## src/rtl/ballast_pkg.sv

```systemverilog
package ballast_pkg;
  typedef logic [4:0] mode_t;

  localparam int BIT_PRE  = 0;
  localparam int BIT_IGN  = 1;
  localparam int BIT_RUN  = 2;
  localparam int BIT_ZVS  = 3;
  localparam int BIT_SHUT = 4;

  localparam mode_t MODE_IDLE = 5'b00000;
  localparam mode_t MODE_PRE  = 5'b00001;
  localparam mode_t MODE_IGN  = 5'b00010;
  localparam mode_t MODE_RUN  = 5'b00100;
  localparam mode_t MODE_ZVS  = 5'b01000;
  localparam mode_t MODE_SHUT = 5'b10000;
endpackage

```

## src/rtl/ballast_ramp.sv

```systemverilog
module ballast_ramp #(
  parameter int RAMP_W   = 10,
  parameter int PRESCALE = 16,
  parameter int IGN_MULT = 6,
  parameter int TH_SHUT  = 250,
  parameter int TH_IGN   = 375,
  parameter int TH_RUN   = 625,
  parameter int TH_ZVS   = 750
) (
  input  logic              clk,
  input  logic              rst,
  input  logic              supply_ok,
  input  logic              ext_shutdown,
  input  logic              zvs_pulldown,
  output logic [RAMP_W-1:0] ramp_o,
  output logic              ign_done_o,
  output logic              azvs_o,
  output logic              shut_o
);
  localparam logic [RAMP_W-1:0] R_SHUT = RAMP_W'(TH_SHUT);
  localparam logic [RAMP_W-1:0] R_IGN  = RAMP_W'(TH_IGN);
  localparam logic [RAMP_W-1:0] R_RUN  = RAMP_W'(TH_RUN);
  localparam logic [RAMP_W-1:0] R_ZVS  = RAMP_W'(TH_ZVS);
  localparam logic [RAMP_W-1:0] R_MAX  = '1;
  localparam logic [RAMP_W:0]   R_STEP = (RAMP_W+1)'(IGN_MULT);

  logic tick;

  generate
    if (PRESCALE <= 1) begin : g_notick
      assign tick = supply_ok;
    end else begin : g_presc
      localparam int PW = $clog2(PRESCALE);
      logic [PW-1:0] cnt;
      always_ff @(posedge clk) begin
        if (rst || !supply_ok)              cnt <= '0;
        else if (cnt == PW'(PRESCALE - 1))  cnt <= '0;
        else                                cnt <= cnt + 1'b1;
      end
      assign tick = (cnt == PW'(PRESCALE - 1));
    end
  endgenerate

  logic [RAMP_W-1:0] ramp;
  logic              ign_done, azvs, shut;
  logic [RAMP_W:0]   ign_sum;

  assign ign_sum = {1'b0, ramp} + R_STEP;

  always_ff @(posedge clk) begin
    if (rst || !supply_ok) begin
      ramp     <= '0;
      ign_done <= 1'b0;
      azvs     <= 1'b0;
      shut     <= 1'b0;
    end else if (!shut) begin
      if (!ign_done) begin
        if (ramp >= R_RUN) begin
          ign_done <= 1'b1;
        end else if (tick) begin
          if (ramp < R_IGN)                   ramp <= ramp + 1'b1;
          else if (ign_sum >= {1'b0, R_RUN})  ramp <= R_RUN;
          else                                ramp <= ign_sum[RAMP_W-1:0];
        end
      end else if (!azvs) begin
        if (ramp >= R_ZVS)  azvs <= 1'b1;
        else if (tick)      ramp <= ramp + 1'b1;
      end else begin
        if (ramp < R_SHUT) begin
          shut <= 1'b1;
        end else if (ext_shutdown) begin
          ramp <= '0;
        end else if (tick) begin
          if (zvs_pulldown)        ramp <= ramp - 1'b1;
          else if (ramp != R_MAX)  ramp <= ramp + 1'b1;
        end
      end
    end
  end

  assign ramp_o     = ramp;
  assign ign_done_o = ign_done;
  assign azvs_o     = azvs;
  assign shut_o     = shut;

  p_ign_sticky_r8: assert property (@(posedge clk) disable iff (rst)
    (ign_done && supply_ok) |=> ign_done);

  p_shut_latched_r9: assert property (@(posedge clk) disable iff (rst)
    (shut && supply_ok) |=> shut);

  p_azvs_after_ign_r6: assert property (@(posedge clk) disable iff (rst)
    azvs |-> ign_done);

  p_ramp_slope_r3: assert property (@(posedge clk) disable iff (rst)
    supply_ok |=> ((RAMP_W+1)'(ramp) <= (RAMP_W+1)'($past(ramp)) + R_STEP));
endmodule

```

## src/rtl/ballast_freq.sv

```systemverilog
module ballast_freq
  import ballast_pkg::*;
#(
  parameter int RAMP_W = 10,
  parameter int FW_W   = 16,
  parameter int F_RUN  = 1000,
  parameter int TH_IGN = 375,
  parameter int TH_RUN = 625
) (
  input  logic [RAMP_W-1:0] ramp,
  input  mode_t             mode,
  output logic [FW_W-1:0]   fword
);
  localparam int SPAN     = TH_RUN - TH_IGN;
  localparam int PRE_WORD = (F_RUN * 8) / 5;
  localparam logic [RAMP_W-1:0] R_RUN = RAMP_W'(TH_RUN);

  logic [31:0] gap, extra;

  always_comb begin
    gap   = (ramp < R_RUN) ? (32'(TH_RUN) - 32'(ramp)) : 32'd0;
    extra = (32'(F_RUN) * 32'd3 * gap) / 32'(5 * SPAN);
    case (mode)
      MODE_PRE:           fword = FW_W'(PRE_WORD);
      MODE_IGN:           fword = FW_W'(32'(F_RUN) + extra);
      MODE_RUN, MODE_ZVS: fword = FW_W'(F_RUN);
      default:            fword = '0;
    endcase
  end
endmodule

```

## src/rtl/ballast_dtsel.sv

```systemverilog
module ballast_dtsel
  import ballast_pkg::*;
#(
  parameter int RAMP_W  = 10,
  parameter int DT_W    = 3,
  parameter int TH_IGN  = 375,
  parameter int DT_STEP = 64
) (
  input  logic [RAMP_W-1:0] ramp,
  input  mode_t             mode,
  output logic [DT_W-1:0]   dsel
);
  localparam int DT_MAX = (1 << DT_W) - 1;
  localparam logic [RAMP_W-1:0] R_IGN  = RAMP_W'(TH_IGN);
  localparam logic [RAMP_W-1:0] R_STEP = RAMP_W'(DT_STEP);
  localparam logic [RAMP_W-1:0] R_DTM  = RAMP_W'(DT_MAX);

  logic [RAMP_W-1:0] above, steps, mapped;

  always_comb begin
    above  = (ramp >= R_IGN) ? (ramp - R_IGN) : '0;
    steps  = above / R_STEP;
    mapped = (steps >= R_DTM) ? '0 : (R_DTM - steps);
    case (mode)
      MODE_IGN, MODE_RUN, MODE_ZVS: dsel = mapped[DT_W-1:0];
      default:                      dsel = DT_W'(DT_MAX);
    endcase
  end
endmodule

```

## src/rtl/ballast_startup_seq.sv

```systemverilog
module ballast_startup_seq
  import ballast_pkg::*;
#(
  parameter int RAMP_W   = 10,
  parameter int PRESCALE = 16,
  parameter int IGN_MULT = 6,
  parameter int TH_SHUT  = 250,
  parameter int TH_IGN   = 375,
  parameter int TH_RUN   = 625,
  parameter int TH_ZVS   = 750,
  parameter int FW_W     = 16,
  parameter int F_RUN    = 1000,
  parameter int DT_W     = 3,
  parameter int DT_STEP  = 64
) (
  input  logic            clk,
  input  logic            rst,
  input  logic            supply_ok,
  input  logic            ext_shutdown,
  input  logic            zvs_pulldown,
  input  logic            thermal_fault,
  output logic [4:0]      mode_o,
  output logic [FW_W-1:0] freq_word_o,
  output logic [DT_W-1:0] dead_sel_o,
  output logic            drive_en_o
);
  localparam logic [RAMP_W-1:0] R_IGN = RAMP_W'(TH_IGN);

  logic [RAMP_W-1:0] ramp;
  logic              ign_done, azvs, shut;
  mode_t             mode_d;
  logic [FW_W-1:0]   fword_d;
  logic [DT_W-1:0]   dsel_d;
  logic              drive_d;

  ballast_ramp #(
    .RAMP_W(RAMP_W), .PRESCALE(PRESCALE), .IGN_MULT(IGN_MULT),
    .TH_SHUT(TH_SHUT), .TH_IGN(TH_IGN), .TH_RUN(TH_RUN), .TH_ZVS(TH_ZVS)
  ) u_ramp (
    .clk(clk), .rst(rst), .supply_ok(supply_ok),
    .ext_shutdown(ext_shutdown), .zvs_pulldown(zvs_pulldown),
    .ramp_o(ramp), .ign_done_o(ign_done), .azvs_o(azvs), .shut_o(shut)
  );

  always_comb begin
    if (!supply_ok)        mode_d = MODE_IDLE;
    else if (shut)         mode_d = MODE_SHUT;
    else if (azvs)         mode_d = MODE_ZVS;
    else if (ign_done)     mode_d = MODE_RUN;
    else if (ramp >= R_IGN) mode_d = MODE_IGN;
    else                   mode_d = MODE_PRE;
  end

  ballast_freq #(
    .RAMP_W(RAMP_W), .FW_W(FW_W), .F_RUN(F_RUN), .TH_IGN(TH_IGN), .TH_RUN(TH_RUN)
  ) u_freq (
    .ramp(ramp), .mode(mode_d), .fword(fword_d)
  );

  ballast_dtsel #(
    .RAMP_W(RAMP_W), .DT_W(DT_W), .TH_IGN(TH_IGN), .DT_STEP(DT_STEP)
  ) u_dtsel (
    .ramp(ramp), .mode(mode_d), .dsel(dsel_d)
  );

  assign drive_d = supply_ok && !shut && !thermal_fault;

  always_ff @(posedge clk) begin
    if (rst) begin
      mode_o      <= MODE_IDLE;
      freq_word_o <= '0;
      dead_sel_o  <= '1;
      drive_en_o  <= 1'b0;
    end else begin
      mode_o      <= mode_d;
      freq_word_o <= fword_d;
      dead_sel_o  <= dsel_d;
      drive_en_o  <= drive_d;
    end
  end

  p_mode_onehot_r1: assert property (@(posedge clk) disable iff (rst)
    $onehot0(mode_o));

  p_idle_nodrive_r1: assert property (@(posedge clk) disable iff (rst)
    !supply_ok |=> (!drive_en_o && mode_o == MODE_IDLE));

  p_shut_nodrive_r9: assert property (@(posedge clk) disable iff (rst)
    mode_o[BIT_SHUT] |-> (!drive_en_o && freq_word_o == '0));

  p_thermal_cut_r11: assert property (@(posedge clk) disable iff (rst)
    thermal_fault |=> !drive_en_o);
endmodule

```

## config.mk

```make
export PLATFORM = sky130hd
export DESIGN_NAME = ballast_startup_seq
export DESIGN_NICKNAME = d
export VERILOG_FILES = /design/src/rtl/ballast_pkg.sv /design/src/rtl/ballast_ramp.sv /design/src/rtl/ballast_freq.sv /design/src/rtl/ballast_dtsel.sv /design/src/rtl/ballast_startup_seq.sv
export SDC_FILE = /design/constraint.sdc
export NUM_CORES = 1
export LEC_CHECK = 0
export BUFFER_PORTS_ARGS = -buffer_cell sky130_fd_sc_hd__clkbuf_2
export CORE_MARGIN = 4
export CORE_UTILIZATION = 60
export CTS_BUF_LIST = sky130_fd_sc_hd__clkbuf_8
export CTS_CLUSTER_DIAMETER = 60
export DETAILED_ROUTE_END_ITERATION = 6
export PLACE_DENSITY = 0.78
export SYNTH_ARGS = -nofsm -noshare
export SYNTH_HDL_FRONTEND = slang
export SYNTH_SLANG_ARGS = --single-unit
```

## constraint.sdc

```tcl
create_clock -name clk -period 17.7 [get_ports clk]
set_input_delay 0.885 -clock clk [delete_from_list [all_inputs] [get_ports clk]]
set_output_delay 0.885 -clock clk [all_outputs]
set_load 0.05 [all_outputs]
```

==> flow_summary_export.csv, run 1 <==
group,metric,value,unit
floorplanning,die_x,151,um
global_routing,grtUsageTotal,85.9,%
synthesis,synth_edf_count,0,
timing,postGrtWorstEndpoint,"freq_word_o[0]$_SDFF_PP0_/D",
placement,place.gp.congestion,1.00,
synthesis,ys_ff_latch,42,
cts,cts.htree.levels,2,
timing,worstEpCategory,"register input",
floorplanning,top_level_ports,31,
cts,cts_buffers,5,
synthesis,synth_nets,1737,
placement,post-dp-hpwl,35400,um
synthesis,ys.flop_type,"dfxtp_1",
synthesis,ys_warn_count,0,
synthesis,yosysUniqueCellTypes,149,
global_routing,grt_max_degree,26,
global_routing,grt_overflow,404,
synthesis,syn_avg_cell_area,7.63,um^2
synthesis,synth_area,0.0124,mm^2
floorplanning,die-height,151,um
synthesis,syn_inst,1618,
outcome,tool.error,"[ERROR GRT-0232] Routing congestion too high. Check the congestion heatmap in the GUI.",
placement,io_buffers,30,
cts,cts_root_buf,"clkbuf_8",
synthesis,yosysSeqAreaShare,6.81,%
synthesis,synthArstFlopShare,0,%
outcome,lastStage,"global routing",
cts,clock_sinks,42,
placement,place_ws,-1.27,ns
floorplanning,initial_core_util,61.0,%
outcome,outcome,"did not finish",
floorplanning,rows,52,
cts,cts_buffer_depth,2,
==> metal layers <==
metal | GRT usage (%) | GRT overflow
met4 | 95.4 | 151
met2 | 101 | 238
met1 | 82.1 | 7
met3 | 72.8 | 8
met5 | 29.5 | 0
==> what timing repair did <==
item | 4_1_cts
pin swaps | 44
hold endpoints to repair | 0
endpoints found under the setup margin | 9
hold buffers | 0
cloned | 0
setup buffers | 48
gates resized for setup | 102
==> per-stage QoR <==
| stage | cells | TNS [ns] | util [%] | hold WS (ns) | instance area, um^2 |
|---|---|---|---|---|---|
| 2_1_floorplan | 1618 | -0.582 | - | 0.418 | 12900 |
| 3_3_place_gp | 2394 | -0.761 | 84.3 | 0.435 | 17100 |
| 3_5_place_dp | 2394 | -2.33 | 84.3 | 0.442 | 17100 |
| 4_1_cts | 2450 | -1.34 | 89.5 | 0.456 | 18100 |
==> synth_stat cells, types with 9 or more instances <==
cell	instances	share of area (%)
nor2_1	141	4.3
nand2_1	131	4.0
inv_1	122	3.7
a21oi_1	102	4.1
xnor2_1	77	5.5
o21ai_0	76	3.1
ha_1	67	6.8
nor3_1	53	2.1
nand3_1	51	2.1
fa_1	46	7.5
dfxtp_1	42	6.8
and2_1	31	1.6
xor2_1	31	2.2
and3_1	27	1.4
clkbuf_1	26	0.79
o21ai_1	25	1.0
o211ai_1	23	1.4
a21o_1	22	1.3
a31oi_1	22	1.1
mux2i_1	22	1.8
or3_1	21	1.1
nand2b_1	18	0.91
a211oi_1	15	0.91
o31a_1	13	0.92
buf_4	12	0.73
nor4_1	12	0.61
buf_2	11	0.45
o22ai_1	11	0.56
o31ai_1	11	0.67
nand4_1	10	0.51
a22oi_1	9	0.55
mux2_2	9	0.82
o21a_1	9	0.55
==> cells by family after synthesis <==
group / count (synthesis) / share of synthesized area (%)
AOI/OAI and AO/OA: 528 / 33.2
muxes: 41 / 3.82
adders and majority gates: 115 / 14.4
buffers and inverters: 178 / 6.15
DFF: 42 / 6.81
and+or+nand+nor: 594 / 26.2
xor gates and xnor gates: 120 / 9.33
==> run 2: changes to the inputs <==
- CORE_UTILIZATION: 60 -> 40
- CTS_BUF_LIST: sky130_fd_sc_hd__clkbuf_8 -> unset
- CTS_CLUSTER_DIAMETER: 60 -> unset
- PLACE_DENSITY: 0.78 -> unset
- PLACE_DENSITY_LB_ADDON: unset -> 0.15
- clock period: 17.7 -> 23 ns (I/O delays scaled with it)
==> flow_summary_export.csv, run 2 <==
group,metric,value,unit
final_layout,antennaDiodeCount,0,
timing,period_needed,21.59,ns
final_layout,syn_to_final_growth,6.94,%
cts,cts_buffer_depth,2,
detailed_routing,wl,35600,um
outcome,outcome,"finished, final reports clean",
timing,final-setup-viol-count,0,
global_routing,use_met2,34.1,%
floorplanning,die_x,184,um
power,p_per_area,11.7,mW/mm^2
placement,placed_cell_area,0.0128,mm^2
global_routing,grtUsageTotal,20.5,%
synthesis,syn_avg_cell_area,7.63,um^2
global_routing,grt_max_degree,27,
timing,worst_pin_slew,0.884,ns
timing,tns,0,ns
global_routing,grtUsageMet1,29.5,%
detailed_routing,vias,12200,
power,p_leak,5.23,nW
floorplanning,die-height,184,um
timing,rsz0062_at_grt,"false",
synthesis,ys_ff_latch,42,
worst_setup_path,crit_path_start_kind,"register",
detailed_routing,drc,0,
worst_setup_path,cp_slowest_stage_delay,0.57,ns
synthesis,yosysUniqueCellTypes,149,
cts,cts_tree,"built",
hold_path,worstHoldPathType,"register to register",
synthesis,synth_area_leaders,"fa_1 (7.5%), dfxtp_1 (6.8%), ha_1 (6.8%)",
synthesis,ys.flop_type,"dfxtp_1",
synthesis,yosys.cell_count.top_type,"nor2_1",
final_layout,mostFrequentLayoutCells,"nor2_1 (138), nand2_1 (130), inv_1 (122), a21oi_1 (102), o21ai_0 (75)",
floorplanning,initial_core_util,40.5,%
power,total_power,0.154,mW
synthesis,ys_warn_count,0,
cts,clock_sinks,42,
worst_setup_path,end_kind,"register",
synthesis,synth_top_area_share,7.45,%
synthesis,yosysSeqAreaShare,6.81,%
timing,report.final.slew_viol_count,0,
placement,place_inst,1997,
timing,setup_slack,1.41,ns
detailed_routing,routed_via_density,6.06,
detailed_routing,dr.pass1.iters,5,
cts,cts.htree.levels,2,
worst_setup_path,reg2regPathDepth,76,
synthesis,synth_area,0.0124,mm^2
placement,place_ws,0.219,ns
global_routing,first_global_vias,11500,
global_routing,grt.busiest_layer,"met2",
detailed_routing,ant_nets,0,
final_layout,largest_register_ffs,16,
placement,post-dp-hpwl,28400,um
worst_setup_path,cp_max_fo,20,
placement,io_buffers,30,
synthesis,synth_common_cells,"nor2_1 (141), nand2_1 (131), inv_1 (122), a21oi_1 (102), xnor2_1 (77)",
placement,place.gp.congestion,0.943,
timing,hold_violations,0,
worst_setup_path,arrival,21.81,ns
global_routing,grt_overflow,0,
power,ir_worst_vdd,0.0223,mV
hold_path,hold_path_depth,1,
cts,clk_latency,0.31,ns
worst_setup_path,crit_slowest_cell,"fa_1",
detailed_routing,wl_per_cell,17.7,um
worst_setup_path,required,23.21,ns
timing,slew_headroom,40.5,%
synthesis,synth_top_area_cell,"fa_1",
cts,path_clk_slew,0.07,ns
synthesis,synthArstFlopShare,0,%
final_layout,drive_gt1_share,15.1,%
synthesis,synth_nets,1737,
synthesis,syn_inst,1618,
cts,cts_root_buf,"clkbuf_16",
timing,fin_skew,0.0169,ns
timing,fin_crit_sh,93.9,%
floorplanning,top_level_ports,31,
final_layout,fill_cells,3129,
final_layout,post-route-util,43.3,%
final_layout,finalNetCount,1731,
cts,cts_buffers,5,
job,drv_cap,0,
worst_setup_path,crit_type,"register to register",
timing,fmax,46.3,MHz
floorplanning,die_area,0.0338,mm^2
global_routing,grt_antenna_before_repair,0,
global_routing,use_met3,1.48,%
timing,whs,0.450,ns
final_layout,top_register,"freq_word_o",
detailed_routing,drt_iter0_drc,976,
floorplanning,coreArea,0.0305,mm^2
floorplanning,rows,64,
cts,cts_hold_buf,0,
global_routing,grt_pass1_wl,59500,um
worst_setup_path,crit_top_cell,"inv_1",
final_layout,instances_no_fill,2009,
synthesis,synth_edf_count,0,
final_layout,final_area,0.0132,mm^2
final_layout,layout_commonest_cell,"nor2_1",
[run 2: cell counts after synthesis]
Identical to the previous run, type by type.
[run 2: critical path, delay by kind of cell (launching register included)]
kind | cells | cell delay [ns]
AOI/OAI and AO/OA | 36 | 9.95
xor gates and xnor gates | 1 | 0.33
adders and majority gates | 7 | 2.99
buffers and inverters | 7 | 0.96
DFF | 1 | 0.40
muxes | 4 | 1.33
and+or+nand+nor | 21 | 5.49
[run 2: cell type report]
| cell class | instances | area (um^2) | area share [%] |
|---|---|---|---|
| clock buffers | 5 | 125 | 0.947 |
| multi-input cells | 1398 | 11000 | 83.4 |
| inverters | 123 | 462 | 3.49 |
| clock inverters | 3 | 23.8 | 0.180 |
| repair buffers | 42 | 240 | 1.82 |
| flip-flops and latches | 42 | 842 | 6.37 |
| well taps | 396 | 495 | 3.75 |
[run 2: path summary, 6_finish.rpt]
check / startpoint / end / slack, ns
worst max-delay path: u_ramp.ramp_o[2] / freq_word_o[0] / 1.41
worst min-delay path: u_ramp.g_presc.cnt[0] / u_ramp.g_presc.cnt[0] / 0.45
worst max register to register: u_ramp.ramp_o[2] / freq_word_o[0] / 1.41
worst min register to register: u_ramp.g_presc.cnt[0] / u_ramp.g_presc.cnt[0] / 0.45
[run 2: power by group]
group	leakage, nW	internal, mW	switching (mW)
registers	0.340	0.0733	0.000222
logic	4.82	0.000972	0.00314
clock network	0.0664	0.0408	0.0356
total	5.23	0.115	0.0390
[run 2: logic make-up (layout without fill, tap and decap cells)]
logic type               Yosys count  count (layout)  share of synthesized area, %
AO/OA/AOI/OAI                    528             528                          33.2
buffers and inverters            178             173                          6.15
XOR/XNOR                         120             120                          9.33
AND/OR/NAND/NOR                  594             594                          26.2
flip-flops                        42              42                          6.81
adder cells (fa/ha/maj)          115             115                          14.4
multiplexers                      41              41                          3.82
[run 2: timing repair]
| action | CTS | global route |
|---|---|---|
| setup endpoints to repair | 0 | 10 |
| setup buffers | 0 | 4 |
| resized for setup | 0 | 45 |
[run 2: metal layers]
| metal | routed length, um | vias to the layer above |
|---|---|---|
| met2 | 16600 | 319 |
| met4 | 513 | 0 |
| li1 | - | 5978 |
| met5 | 0 | - |
| met1 | 17300 | 5834 |
| met3 | 1250 | 38 |
(Power assumes the default switching activity.)
